==> src/rtl/wfb_pkg.sv <==
package wfb_pkg;
  localparam int COLS   = 64;
  localparam int ROWS   = 80;
  localparam int DATA_W = 8;
  localparam int COL_W  = $clog2(COLS);
  localparam int ROW_W  = $clog2(ROWS);
  localparam int ADDR_W = $clog2(COLS * ROWS);
endpackage

==> src/rtl/wfb_axis_ctr.sv <==
// One cursor axis: windowed position with wrap to start.
module wfb_axis_ctr #(
  parameter int W     = 6,
  parameter int LIMIT = 64
) (
  input  logic         clk_i,
  input  logic         rst_ni,
  input  logic         load_i,
  input  logic [W-1:0] start_i,
  input  logic [W-1:0] end_i,
  input  logic         step_i,
  output logic [W-1:0] pos_o,
  output logic [W-1:0] end_o,
  output logic         at_end_o
);
  localparam logic [W-1:0] LAST = W'(LIMIT - 1);

  logic [W-1:0] start_r, end_r;
  logic [W-1:0] pos_q, start_q, end_q;

  generate
    if (LIMIT == (1 << W)) begin : g_pow2
      assign start_r = start_i;
      assign end_r   = end_i;
    end else begin : g_mod
      // single subtract: valid while 2*LIMIT >= 2**W
      localparam logic [W-1:0] LIM = W'(LIMIT);
      assign start_r = (start_i >= LIM) ? start_i - LIM : start_i;
      assign end_r   = (end_i   >= LIM) ? end_i   - LIM : end_i;
    end
  endgenerate

  assign at_end_o = (pos_q >= end_q);

  always_ff @(posedge clk_i or negedge rst_ni) begin
    if (!rst_ni) begin
      pos_q   <= '0;
      start_q <= '0;
      end_q   <= LAST;
    end else if (load_i) begin
      pos_q   <= start_r;
      start_q <= start_r;
      end_q   <= end_r;
    end else if (step_i) begin
      pos_q <= at_end_o ? start_q : pos_q + 1'b1;
    end
  end

  assign pos_o = pos_q;
  assign end_o = end_q;
endmodule

==> src/rtl/wfb_redraw_flag.sv <==
module wfb_redraw_flag (
  input  logic clk_i,
  input  logic rst_ni,
  input  logic set_i,
  input  logic clr_i,
  output logic flag_o
);
  always_ff @(posedge clk_i or negedge rst_ni) begin
    if (!rst_ni)     flag_o <= 1'b0;
    else if (set_i)  flag_o <= 1'b1;
    else if (clr_i)  flag_o <= 1'b0;
  end
endmodule

==> src/rtl/wfb_wr_addresser.sv <==
module wfb_wr_addresser
  import wfb_pkg::*;
#(
  parameter int NCOL = COLS,
  parameter int NROW = ROWS,
  parameter int DW   = DATA_W,
  localparam int CW  = $clog2(NCOL),
  localparam int RW  = $clog2(NROW),
  localparam int AW  = $clog2(NCOL * NROW)
) (
  input  logic          clk_i,
  input  logic          rst_ni,
  input  logic          byte_valid_i,
  input  logic [DW-1:0] byte_data_i,
  input  logic          col_load_i,
  input  logic [CW-1:0] col_start_i,
  input  logic [CW-1:0] col_end_i,
  input  logic          row_load_i,
  input  logic [RW-1:0] row_start_i,
  input  logic [RW-1:0] row_end_i,
  input  logic          vertical_i,
  input  logic          clear_redraw_i,
  output logic          wr_en_o,
  output logic [AW-1:0] wr_addr_o,
  output logic [DW-1:0] wr_data_o,
  output logic          redraw_o
);
  logic [CW-1:0] col_q, col_end_q;
  logic [RW-1:0] row_q, row_end_q;
  logic          col_at_end, row_at_end;
  logic          col_step, row_step;

  // leading axis steps every byte; trailing axis only when the leader wraps
  assign col_step = byte_valid_i & (~vertical_i | row_at_end);
  assign row_step = byte_valid_i & ( vertical_i | col_at_end);

  wfb_axis_ctr #(.W(CW), .LIMIT(NCOL)) u_col (
    .clk_i    (clk_i),
    .rst_ni   (rst_ni),
    .load_i   (col_load_i),
    .start_i  (col_start_i),
    .end_i    (col_end_i),
    .step_i   (col_step),
    .pos_o    (col_q),
    .end_o    (col_end_q),
    .at_end_o (col_at_end)
  );

  wfb_axis_ctr #(.W(RW), .LIMIT(NROW)) u_row (
    .clk_i    (clk_i),
    .rst_ni   (rst_ni),
    .load_i   (row_load_i),
    .start_i  (row_start_i),
    .end_i    (row_end_i),
    .step_i   (row_step),
    .pos_o    (row_q),
    .end_o    (row_end_q),
    .at_end_o (row_at_end)
  );

  wfb_redraw_flag u_redraw (
    .clk_i  (clk_i),
    .rst_ni (rst_ni),
    .set_i  (byte_valid_i),
    .clr_i  (clear_redraw_i),
    .flag_o (redraw_o)
  );

  assign wr_en_o   = byte_valid_i;
  assign wr_data_o = byte_data_i;
  assign wr_addr_o = AW'(row_q) * AW'(NCOL) + AW'(col_q);
endmodule

==> config.mk <==
export PLATFORM = sky130hd
export DESIGN_NAME = wfb_wr_addresser
export DESIGN_NICKNAME = d
export VERILOG_FILES = /design/src/rtl/wfb_pkg.sv /design/src/rtl/wfb_axis_ctr.sv /design/src/rtl/wfb_redraw_flag.sv /design/src/rtl/wfb_wr_addresser.sv
export SDC_FILE = /design/constraint.sdc
export NUM_CORES = 1
export LEC_CHECK = 0
export ABC_AREA = 1
export ABC_CLOCK_PERIOD_IN_PS = 4800
export BUFFER_PORTS_ARGS = -buffer_cell sky130_fd_sc_hd__buf_2
export CORE_ASPECT_RATIO = 1.4
export CORE_MARGIN = 2
export CORE_UTILIZATION = 40
export DETAILED_ROUTE_END_ITERATION = 6
export HOLD_SLACK_MARGIN = 0.15
export PLACE_DENSITY = 0.6
export SLEW_MARGIN = 40
export SYNTH_ARGS = -nofsm -noshare
export SYNTH_HDL_FRONTEND = slang
export SYNTH_SLANG_ARGS = --single-unit
==> constraint.sdc <==
create_clock -name clk_i -period 4.8 [get_ports clk_i]
set_input_delay 0.48 -clock clk_i [delete_from_list [all_inputs] [get_ports clk_i]]
set_output_delay 0.48 -clock clk_i [all_outputs]
set_load 0.05 [all_outputs]
Yosys cells after proc, flatten, opt, wreduce, memory -nomap -nowiden
Cells that the tools add are included.

storage, ports and cells
  output and inout bits = 23
  register bits after elaboration = 40
  input bits = 41

cells by class
  mux-type cells = 10
  bitwise logic cells = 5
  $lt $le $gt $ge = 4
  add/subtract/negate cells = 5
  reductions and logical operators = 3

operators with widths
  kind                 number
  $mux 7               5
  $mux 6               3
  $ge 7x7->1 const B   2
  $sub 7x7->7 const B  2
  $add 13x6->13        1
  $add 7x1->7 const B  1
  $ge 7x7->1           1
  $add 6x1->6 const B  1
  $ge 6x6->1           1
  $reduce_bool 2->1    3
  $and 1x1->1          2
  $mux 1               2
  $or 1x1->1           2
  $not 1->1            1

Depth between registers and ports, before layout
  depth in word-level cells = 5
  gate-level depth with buffers = 14

Modules after synthesis
Synthesis repeated with hierarchy kept, for this count alone.

unflattened totals
  cell total of the unflattened synthesis = 359
  area, all modules = 2,683.8 um^2

by module, submodules not included
  module                cells each  area an instance (um^2)  times used
  wfb_axis_ctr (u_row)  201         1,481.4                  1
  wfb_axis_ctr (u_col)  139         1,074.8                  1
  wfb_wr_addresser      14          87.6                     1
  wfb_redraw_flag       5           40.0                     1

Least setup slack after synthesis
OpenSTA, ideal clock, no wires.

  kind = reg-to-reg
  start = register u_row.pos_q[0] (netlist: u_row.pos_o[0])
  end = register u_col.pos_q[0] (netlist: u_col.pos_o[0])
  arrival = 1.863 ns
  path slack = 2.818 ns
  path buffers = 0
  clock period less this slack = 1.982 ns
  library setup time = 0.119 ns
  cell stages (with the launch flop) = 13
  cells stage by stage = dfrtp_1 inv_1 ha_1 inv_1 nand2_1 nand2_1 nand2_1 nand2_2 nand2_4 o21ai_4 nand2_4 nand2_1 nand2_1

on the way
  cells in the longest elaborated chain, start to end = 4

ends and longest elaborated chain
  what                                RTL line                source
  from (decl)                         wfb_axis_ctr.sv:19      logic [W-1:0] pos_q, start_q, end_q;
  from (signal assigned)              wfb_axis_ctr.sv:41      pos_q <= start_r;
  from (signal assigned)              wfb_axis_ctr.sv:45      pos_q <= at_end_o ? start_q : pos_q + 1'b1;
  $ge 7x7->1                          wfb_axis_ctr.sv:33      assign at_end_o = (pos_q >= end_q);
  $or 1x1->1                          wfb_wr_addresser.sv:34  assign col_step = byte_valid_i & (~vertical_i | row_at_end);
  $and 1x1->1                         wfb_wr_addresser.sv:34
  $reduce_bool 2->1 (no source line)  --
  to (signal assigned)                wfb_axis_ctr.sv:41
  to (signal assigned)                wfb_axis_ctr.sv:45
  to (decl)                           wfb_axis_ctr.sv:19

No other way between the ends.
A chain may end at the register's enable or synchronous reset.

Worst setup path after layout
  start = register u_row.end_q[6] (netlist: u_row.end_o[6])
  end = register u_col.pos_q[0] (netlist: u_col.pos_o[0])

on the way
  cells in the longest elaborated chain, start to end = 4

ends and longest elaborated chain
  what                                RTL line                source
  from (decl)                         wfb_axis_ctr.sv:19
  from (signal assigned)              wfb_axis_ctr.sv:43      end_q <= end_r;
  $ge 7x7->1                          wfb_axis_ctr.sv:33
  $or 1x1->1                          wfb_wr_addresser.sv:34
  $and 1x1->1                         wfb_wr_addresser.sv:34
  $reduce_bool 2->1 (no source line)  --

No other way between the ends.

==> results.yml <==
yosys:
  syn_area_per_cell_um2: 7.36
  syn_inst: 356
  synth_nets: 416
  ys_types: 27
  syn_area_um2: 2620
  synth_warnings: 0
  synth.yosys.seq_area_share_pct: 38.7
  ys_ff_latch: 40
  synth_flop_cell: "dfrtp_1"
  synth_edf_count: 0
  async_flop_share_pct: 100
pwr:
  p_sw_uw: 674
  p_int_uw: 776
  p_per_area_nw_per_um2: 490
  clkPwrFrac_pct: 19.2
  swShare_pct: 46.5
  pwr-share-seq_pct: 33.8
  irDropWorstVdd_uv: 304
  pwr-share-comb_pct: 47.0
  p_leak_nw: 1.67
floorplan:
  ioPinCount: 64
  core-area_um2: 6300
  dieWidth_um: 72.4
  initial_core_util_pct: 41.6
  rows: 34
  fp.dieArea_um2: 7230
  chipHeight_um: 99.8
global_route:
  grt_usage_pct: 17.1
  first_global_vias: 2195
  busiest_layer: "met2"
  grt_pass1_wl_um: 9850
  grtUsageMet2_pct: 31.1
  grtUsageMet3_pct: 3.31
  antenna_found_initial: 0
  grt_max_degree: 41
  met1_usage_pct: 20.1
  grt_overflow_total: 0
critical_path:
  crit_type: "flop to flop"
  cp_slowest_cell: "dfstp_2"
  worst-path-buf-inv: 2
  path_delay_family: "compound AO/OA/AOI/OAI gates"
  worstPathCellList: "inv_1, ha_1, nand2_2, inv_2, a21oi_4, nand2_4, o21ai_4, nand2_4, nand2_1, nand2_1"
  critPathMaxFanout: 8
  worstPathRequired_ps: 4990
  cp_slowest_stage_delay_ps: 520
  cp-end-kind: "flop"
  start_kind: "flop"
  cp.arrival_ps: 2180
timing:
  relSlewSlack_pct: 55.1
  rsz0062_at_grt: "no"
  setup_violations: 0
  finClkSkew_ps: 11.5
  fin_crit_sh_pct: 41.5
  max_slew.worst_pin.slew_ps: 672
  period_needed_ps: 1990
  finalSetupTns_ps: 0
  hold_violations: 0
  report.final.slew_viol_count: 0
  layout_setup_ws_ps: 2810
  max_freq_ghz: 0.502
  hold_ws_ps: 153
layout:
  fillers: 652
  synthToLayoutAreaGrowth_pct: 13.0
  final_nets: 454
  drive_above_1_share_pct: 20.0
  diodes: 0
detailed_routing:
  routed-via-count: 2298
  via_per_inst: 4.92
  drt-wirelength-per-cell_um: 12.3
  wirelength_um: 5740
  ant_nets: 0
  drc: 0
  drt_iter0_markers: 79
  first_pass_iters: 4
run:
  maxCapViolCount: 0
clocking:
  ctsHtreeMaxLevel: 2
  cts.clk_slew.worst_paths_ps: 90
  cts_tree: "done"
  cts_setup_buffers: 0
  ctsHoldBuffers: 0
  worst_skew_pair.late_latency_ps: 300
  clockRootBuffer: "clkbuf_8"
  cts.sinks: 40
  cts_resized: 0
  clock_path_buffers: 2
  numCtsBuffers: 5
place:
  hpwl_um: 4340
  gp_congestion: 0.814
  post-place-ws_ps: 2810
  numPortBuffers: 47
min_path:
  hp-class: "primary input to asynchronous set/reset pin"
run_status:
  outcome: "finished, final reports clean"
==> power by group through the flow <==
stage / combinational, mW / sequential, mW / clock, mW
2_1_floorplan: 0.409 / 0.623 / 0
3_3_place_gp: 0.679 / 0.496 / 0
3_5_place_dp: 0.685 / 0.497 / 0
4_1_cts: 0.688 / 0.491 / 0.287
5_1_grt: 0.768 / 0.503 / 0.299
6_report: 0.682 / 0.490 / 0.278
==> path summary, 6_finish.rpt <==
path / start / endpoint / slack, ps / cells past startpoint
max: u_row.end_o[6] / u_col.pos_o[0] / 2810 / 10
min: rst_ni / u_col.start_q[5] / 150 / 1
max reg2reg: u_row.end_o[6] / u_col.pos_o[0] / 2810 / 10
min reg2reg: u_col.end_o[0] / u_col.end_o[0] / 480 / 2
max in group asynchronous: rst_ni / u_row.end_o[1] / 4260 / 1
min in group clk_i: clear_redraw_i / u_redraw.flag_o / 350 / 2
==> state kept, by name (all words and copies together) (netlist names) <==
name,flops
u_col.end_o,6
u_col.pos_o,6
u_col.start_q,6
u_redraw.flag_o,1
u_row.end_o,7
u_row.pos_o,7
u_row.start_q,7
==> layer usage <==
layer | up-vias | part of all wire, % | routed length, µm
li1 | 1185 | - | -
met1 | 1053 | 43 | 2490
met2 | 47 | 51 | 2940
met3 | 13 | 3.5 | 203
met4 | 0 | 1.8 | 106
met5 | - | 0 | 0
==> layout by cell type (no fill, tap or decap), drive strengths merged <==
cell / instances
nor2: 15
nand4: 4
nand3: 43
a31oi: 2
clkbuf: 5
o22ai: 1
bufinv: 1
clkinv: 2
ha: 19
xor2: 4
buf: 47
xnor2: 3
a21boi: 1
nand2: 126
nor3: 1
inv: 51
clkinvlp: 1
dfrtp: 29
dfstp: 11
a21oi: 8
o21bai: 2
o21ai: 19
==> cells by family after synthesis <==
kind of cell | synth area share (%)
AND/OR/NAND/NOR | 30.7
XOR/XNOR | 2.34
buffers and inverters | 11.2
AO/OA/AOI/OAI | 8.02
flip-flops | 38.7
adder cells (fa/ha/maj) | 9.07
==> cell usage after synthesis, drive strengths merged (2+ instances only) <==
cell / number / area share, %
nand4: 4 / 0.95
xnor2: 3 / 1.0
nand2: 126 / 19
nor2: 15 / 2.2
a31oi: 2 / 0.48
o21ai: 19 / 4.1
clkbuf: 4 / 0.57
ha: 19 / 9.1
o21bai: 2 / 0.57
buf: 12 / 3.2
xor2: 4 / 1.3
inv: 51 / 7.3
nand3: 43 / 8.2
a21oi: 8 / 2.4
dfrtp: 29 / 28
dfstp: 11 / 11
==> final cells by class <==
| class | count | area [µm²] | area share (%) |
|---|---|---|---|
| clock buffers | 5 | 68.8 | 2.32 |
| clock inverters | 3 | 42.5 | 1.44 |
| inverters | 52 | 195 | 6.59 |
| multi-input cells | 248 | 1310 | 44.3 |
| flip-flops and latches | 40 | 1010 | 34.2 |
| well taps | 72 | 90.1 | 3.04 |
| repair buffers | 47 | 238 | 8.02 |
==> per-stage QoR <==
step | area [µm²] | instances | util, % | power [mW]
final | 2960 | 467 | 47.1 | 1.45
after global routing | 2960 | 467 | 47.1 | 1.57
after CTS | 2960 | 467 | 47.1 | 1.47
after detailed placement | 2850 | 459 | 45.3 | 1.18
after global placement | 2850 | 459 | 45.3 | 1.18
after floorplan | 2620 | 356 | - | 1.03
==> worst register-to-register path, delay by kind of cell (launching register included) <==
| family | cells | cell delay (ps) |
|---|---|---|
| simple gates | 5 | 440 |
| buf+inv | 2 | 90 |
| compound gates | 2 | 540 |
| flops | 1 | 520 |
| fa+ha+maj | 1 | 300 |
(Power assumes the default switching activity.)
